--- src/rtl/tmr_evt_pkg.sv ---
package tmr_evt_pkg;
  localparam int EVT_W  = 16;
  localparam int EB_UPD = 0;
  localparam int EB_CH0 = 1;
  localparam int EB_COM = 5;
  localparam int EB_TRG = 6;
  localparam int EB_BRK = 7;
  localparam int MAX_CH = EB_COM - EB_CH0;

  localparam int FL_UPD = 0;
  localparam int FL_TRG = 1;
  localparam int FL_BRK = 2;
  localparam int NFLAG  = 3;

  typedef struct packed {
    logic upd;
    logic com;
    logic trg;
    logic brk;
  } evt_req_t;
endpackage

--- src/rtl/tmr_evt_decode.sv ---
module tmr_evt_decode
  import tmr_evt_pkg::*;
#(
  parameter int NCH = 4
) (
  input  logic             evt_we_i,
  input  logic [EVT_W-1:0] evt_wdata_i,
  output evt_req_t         req_o,
  output logic [NCH-1:0]   ch_o
);
  logic resv_unused;
  assign resv_unused = ^evt_wdata_i[EVT_W-1:EB_BRK+1];

  assign req_o.upd = evt_we_i & evt_wdata_i[EB_UPD];
  assign req_o.com = evt_we_i & evt_wdata_i[EB_COM];
  assign req_o.trg = evt_we_i & evt_wdata_i[EB_TRG];
  assign req_o.brk = evt_we_i & evt_wdata_i[EB_BRK];

  for (genvar k = 0; k < NCH; k++) begin : g_ch
    assign ch_o[k] = evt_we_i & evt_wdata_i[EB_CH0 + k];
  end

  if (NCH < MAX_CH) begin : g_ch_spare
    logic spare_unused;
    assign spare_unused = ^evt_wdata_i[EB_COM-1:EB_CH0+NCH];
  end
endmodule

--- src/rtl/tmr_rep_ctr.sv ---
module tmr_rep_ctr #(
  parameter int RW = 8
) (
  input  logic          clk,
  input  logic          rst_n,
  input  logic          wrap_i,
  input  logic          reload_i,
  input  logic [RW-1:0] preset_i,
  output logic          zero_o
);
  logic [RW-1:0] cnt_q;

  assign zero_o = (cnt_q == '0);

  always_ff @(posedge clk or negedge rst_n) begin
    if (!rst_n)                        cnt_q <= '0;
    else if (reload_i || (wrap_i && zero_o)) cnt_q <= preset_i;
    else if (wrap_i)                   cnt_q <= cnt_q - 1'b1;
  end
endmodule

--- src/rtl/tmr_upd_ctrl.sv ---
module tmr_upd_ctrl #(
  parameter int NCH = 4
) (
  input  logic           clk,
  input  logic           rst_n,
  input  logic           wrap_i,
  input  logic           rep_zero_i,
  input  logic           trig_rst_i,
  input  logic           sw_upd_i,
  input  logic           upd_dis_i,
  input  logic           upd_src_i,
  input  logic [NCH-1:0] ch_req_i,
  input  logic           com_req_i,
  output logic           upd_o,
  output logic           reinit_o,
  output logic [NCH-1:0] ccg_o,
  output logic           comg_o,
  output logic           uif_set_o
);
  logic wrap_upd, sw_reinit, upd_d;

  assign wrap_upd  = wrap_i & rep_zero_i;
  assign sw_reinit = sw_upd_i | trig_rst_i;
  assign upd_d     = ~upd_dis_i & (wrap_upd | sw_reinit);
  assign uif_set_o = ~upd_dis_i & (wrap_upd | (sw_reinit & ~upd_src_i));

  always_ff @(posedge clk or negedge rst_n) begin
    if (!rst_n) begin
      upd_o    <= 1'b0;
      reinit_o <= 1'b0;
      ccg_o    <= '0;
      comg_o   <= 1'b0;
    end else begin
      upd_o    <= upd_d;
      reinit_o <= sw_reinit;
      ccg_o    <= ch_req_i;
      comg_o   <= com_req_i;
    end
  end
endmodule

--- src/rtl/tmr_flag_bank.sv ---
module tmr_flag_bank
  import tmr_evt_pkg::*;
(
  input  logic             clk,
  input  logic             rst_n,
  input  logic [NFLAG-1:0] set_i,
  input  logic [NFLAG-1:0] clr_i,
  input  logic             moe_set_i,
  input  logic             brk_i,
  output logic [NFLAG-1:0] flag_o,
  output logic             moe_o
);
  for (genvar f = 0; f < NFLAG; f++) begin : g_flag
    always_ff @(posedge clk or negedge rst_n) begin
      if (!rst_n)        flag_o[f] <= 1'b0;
      else if (set_i[f]) flag_o[f] <= 1'b1;
      else if (clr_i[f]) flag_o[f] <= 1'b0;
    end
  end

  always_ff @(posedge clk or negedge rst_n) begin
    if (!rst_n)         moe_o <= 1'b0;
    else if (brk_i)     moe_o <= 1'b0;
    else if (moe_set_i) moe_o <= 1'b1;
  end
endmodule

--- src/rtl/tmr_evt_gen.sv ---
module tmr_evt_gen
  import tmr_evt_pkg::*;
#(
  parameter int NCH = 4,
  parameter int RW  = 8
) (
  input  logic             clk,
  input  logic             rst_n,
  input  logic             wrap_i,
  input  logic [RW-1:0]    rep_preset_i,
  input  logic             trig_rst_i,
  input  logic             upd_dis_i,
  input  logic             upd_src_i,
  input  logic             evt_we_i,
  input  logic [EVT_W-1:0] evt_wdata_i,
  input  logic             sts_clr_we_i,
  input  logic [NFLAG-1:0] sts_clr_mask_i,
  input  logic             moe_set_i,
  output logic             upd_o,
  output logic             reinit_o,
  output logic [NCH-1:0]   ccg_o,
  output logic             comg_o,
  output logic             uif_o,
  output logic             tif_o,
  output logic             bif_o,
  output logic             moe_o
);
  evt_req_t         req;
  logic [NCH-1:0]   ch_req;
  logic             rep_zero;
  logic             uif_set;
  logic [NFLAG-1:0] flag_set, flag_clr, flags;

  tmr_evt_decode #(.NCH(NCH)) u_dec (
    .evt_we_i(evt_we_i), .evt_wdata_i(evt_wdata_i), .req_o(req), .ch_o(ch_req)
  );

  tmr_rep_ctr #(.RW(RW)) u_rep (
    .clk(clk), .rst_n(rst_n), .wrap_i(wrap_i),
    .reload_i(req.upd | trig_rst_i), .preset_i(rep_preset_i), .zero_o(rep_zero)
  );

  tmr_upd_ctrl #(.NCH(NCH)) u_upd (
    .clk(clk), .rst_n(rst_n), .wrap_i(wrap_i), .rep_zero_i(rep_zero),
    .trig_rst_i(trig_rst_i), .sw_upd_i(req.upd), .upd_dis_i(upd_dis_i),
    .upd_src_i(upd_src_i), .ch_req_i(ch_req), .com_req_i(req.com),
    .upd_o(upd_o), .reinit_o(reinit_o), .ccg_o(ccg_o), .comg_o(comg_o),
    .uif_set_o(uif_set)
  );

  always_comb begin
    flag_set         = '0;
    flag_set[FL_UPD] = uif_set;
    flag_set[FL_TRG] = req.trg;
    flag_set[FL_BRK] = req.brk;
  end
  assign flag_clr = sts_clr_we_i ? sts_clr_mask_i : '0;

  tmr_flag_bank u_flags (
    .clk(clk), .rst_n(rst_n), .set_i(flag_set), .clr_i(flag_clr),
    .moe_set_i(moe_set_i), .brk_i(req.brk), .flag_o(flags), .moe_o(moe_o)
  );

  assign uif_o = flags[FL_UPD];
  assign tif_o = flags[FL_TRG];
  assign bif_o = flags[FL_BRK];
endmodule

--- config.mk ---
export PLATFORM = sky130hd
export DESIGN_NAME = tmr_evt_gen
export DESIGN_NICKNAME = d
export VERILOG_FILES = /design/src/rtl/tmr_evt_pkg.sv /design/src/rtl/tmr_evt_decode.sv /design/src/rtl/tmr_rep_ctr.sv /design/src/rtl/tmr_upd_ctrl.sv /design/src/rtl/tmr_flag_bank.sv /design/src/rtl/tmr_evt_gen.sv
export SDC_FILE = /design/constraint.sdc
export NUM_CORES = 1
export LEC_CHECK = 0
export ABC_AREA = 1
export ABC_CLOCK_PERIOD_IN_PS = 1600
export BUFFER_PORTS_ARGS = -buffer_cell sky130_fd_sc_hd__buf_4
export CORE_MARGIN = 3
export CORE_UTILIZATION = 35
export CTS_BUF_LIST = sky130_fd_sc_hd__clkbuf_16
export DETAILED_ROUTE_END_ITERATION = 12
export GPL_TIMING_DRIVEN = 0
export PLACE_DENSITY = 0.74
export SETUP_SLACK_MARGIN = 0.05
export SLEW_MARGIN = 10
export SYNTH_ARGS = -nofsm -noshare
export SYNTH_HDL_FRONTEND = slang
export SYNTH_SLANG_ARGS = --single-unit
--- constraint.sdc ---
create_clock -name clk -period 1.6 [get_ports clk]
set_input_delay 0.24 -clock clk [delete_from_list [all_inputs] [get_ports clk]]
set_output_delay 0.24 -clock clk [all_outputs]
set_load 0.1 [all_outputs]
==> flow_summary.yaml <==
status:
  status: "complete, no violations"
power:
  max-vdd-ir-drop_mv: 1.071
  cellLeakagePower_uw: 0.0007761
  p_per_area_mw_per_mm2: 1070
  power_uw: 1531
sta:
  finClkSkew_ps: 4.671
  clock.fmax_mhz: 717.4
  slew_viol_final: 0
  worst_pin_slew_ps: 334.9
  whs_ps: 138.0
  rsz0062_at_grt: "no"
  fin_setup_tns_ps: 0
  hold_viol: 0
  finalCritPeriodShare: 0.8712
  min_period_ps: 1394
  layout_setup_ws_ps: 206.0
  slew_headroom: 0.7763
  setup_viol: 0
worst_setup_path:
  crit_path_end_kind: "flip-flop"
  crit_start: "u_rep.cnt_q[0]"
  crit_family: "simple AND/OR/NAND/NOR gates"
  crit_top_cell: "nand2_1"
  crit_arrival_ps: 1520
  endpoint: "u_rep.cnt_q[2]"
  r2r-start: "u_rep.cnt_q[0]"
  path_buf_inv: 1
  r2r_end: "u_rep.cnt_q[2]"
  crit_fanout: 8
  critPathMaxStageDelay_ps: 390
  ff2ff_setup_slack_ps: 210
  worstSetupPathDepth: 9
  worstPathRequired_ps: 1730
  crit_chain: "inv_2, ha_1, nand2_1, nor2_1, nand2_1, nand2_4, nor2_4, nand2_1, nand3_1"
  cp-start-kind: "flip-flop"
  reg2regPathDepth: 9
  worstSetupPathType: "flip-flop to flip-flop"
  critical-path-slowest-cell: "dfrtp_1"
placed_design:
  hpwl_mm: 1.791
  io_buffer_count: 37
  routabilityCongestion: 0.8228
  place_ws_ps: 174.8
yosys:
  syn_inst: 127
  synth-seq-cells: 19
  synth_commonest_cells: "nand2_1 (46), dfrtp_1 (19), inv_1 (17), nand3_1 (12), nor2_1 (10)"
  yosysWarnings: 0
  yosys_most_used_dff: "dfrtp_1"
  synth_area_mm2: 0.001023
  syn-num-nets: 165
  synth_most_common_cell: "nand2_1"
  synth_top_area_cell: "dfrtp_1"
  yosysUniqueCellTypes: 23
  seq_area_frac_synth: 0.4645
  yosysTopAreaCellShare: 0.4645
  synth_area_leaders: "dfrtp_1 (46%), nand2_1 (17%), inv_1 (6.2%), nand3_1 (5.9%), nor2_1 (3.7%)"
  syn_avg_cell_area_um2: 8.059
  synth_enable_flop_cells: 0
  synthArstFlopShare: 1.000
routing:
  wl_per_cell_um: 11.45
  vias: 901
  routed_wl_mm: 2.278
  route.detailed.drc: 0
  drt-met1-wl_um: 948
  highest_layer: "met4"
  routed-wl-met3_um: 230
  wl_met2_mm: 1.091
  drt-pass1-iter-count: 4
  ant_nets: 0
  via_per_inst: 4.528
  first_iter_violations: 31
global_routing:
  grtUsageTotal: 0.1468
  grt_max_degree: 20
  grt_pass1_vias: 919
  antenna_found_initial: 0
  grt_overflow: 0
  grt_pass1_wl_mm: 3.926
job:
  maxCapViolations: 0
layout:
  nets: 208
  syn2layout_area_growth_pct: 39.85
  utilization: 0.5432
  fillCellCount: 245
  layout-drive-gt1-share: 0.3136
  antenna_cells: 0
  seqCellArea_um2: 475.5
  multiInputGateArea_um2: 462.9
clock_tree:
  cts_buffers: 3
  cts_root_buf: "clkbuf_16"
  cts_tree: "built"
  worstSkewPairLatency_ps: 250
  clkTransAtPathRegs_ps: 60
  cts_max_level: 1
  cts_sinks: 19
  cts_setup_buffers: 0
  cts_buffer_depth: 2
die:
  start_util: 0.3884
  core_region_area_mm2: 0.002635
  die_x_um: 60.08
  die_y_um: 60.08
  ioPinCount: 47
  die-area_mm2: 0.003609
  rows: 18
hold_path:
  min_from: "upd_dis_i"
  worstHoldPathType: "input port to flip-flop"
[area by class of cell]
type                    instances  share of cell area
flip-flops and latches         19              0.3322
multi-input cells              88              0.3234
repair buffers                 38              0.2010
clock buffers                   3             0.05245
inverters                      19             0.05157
well taps                      30             0.02622
plain buffers                   1            0.007867
clock inverters                 1            0.005245
[registers in the layout (all words and copies together) (netlist names)]
name and cells:
u_rep.cnt_q 8, u_upd.comg_o 1, u_upd.reinit_o 1, u_upd.upd_o 1, u_flags.moe_o 1, u_upd.ccg_o 4, u_flags.flag_o 3
[cell families after synthesis]
kind of cell | share of synthesized area
AO/OA/AOI/OAI | 0.05012
XOR/XNOR | 0.04279
adder cells (fa/ha/maj) | 0.02445
buffers and inverters | 0.08313
flip-flops | 0.4646
AND/OR/NAND/NOR | 0.3350
[layout by cell type (no fill, tap or decap)]
master         instances
o21ai_1                1
dlygate4sd3_1          1
nand2_2                1
a21oi_1                1
clkinvlp_4             1
ha_1                   2
nor2_4                 2
nor2_1                10
nor2_2                 1
a21oi_4                1
buf_6                  1
buf_4                 37
xnor2_1                1
inv_4                  1
nand4_1                1
o211ai_1               1
inv_2                  2
inv_1                 16
xor2_1                 4
nand3_1               12
a22o_2                 1
dfrtp_1               19
clkbuf_16              3
nand2_4                1
nand2_1               46
o21a_1                 1
nor2_8                 1
[power breakdown]
group	total (uW)	internal (uW)	switching, uW
sequential	559	527	32.2
clock	526	338	188
combinational	446	141	305
[per-layer routing]
layer | up-vias | GRT usage
met5 | - | 0
met4 | 0 | 0.02848
met3 | 2 | 0.06911
met2 | 34 | 0.2454
met1 | 394 | 0.1718
li1 | 471 | -
[worst min-delay path by stage]
| stage | end | slack (ps) | cells after the start |
|---|---|---|---|
| 6_report | u_upd.upd_o | 140 | 2 |
| 4_1_cts | u_upd.upd_o | 140 | 2 |
| 5_1_grt | u_upd.upd_o | 140 | 2 |
| 3_3_place_gp | u_upd.reinit_o | 130 | 1 |
| 3_5_place_dp | u_upd.reinit_o | 130 | 1 |
| 2_1_floorplan | u_flags.flag_o[0] | -60 | 0 |
[through the flow]
step | std cells | instance area, um^2
floorplan | 127 | 1023
global placement | 194 | 1339
detailed placement | 194 | 1339
CTS | 199 | 1431
global route | 199 | 1431
finish | 199 | 1431
[repair_timing]
action | in CTS | in global routing
endpoints found under the hold margin | 19 | 0
gates resized for setup | 0 | 1
hold buffers | 1 | 0
endpoints found under the setup margin | 0 | 7
No activity file was read; power rests on OpenSTA's default activity.
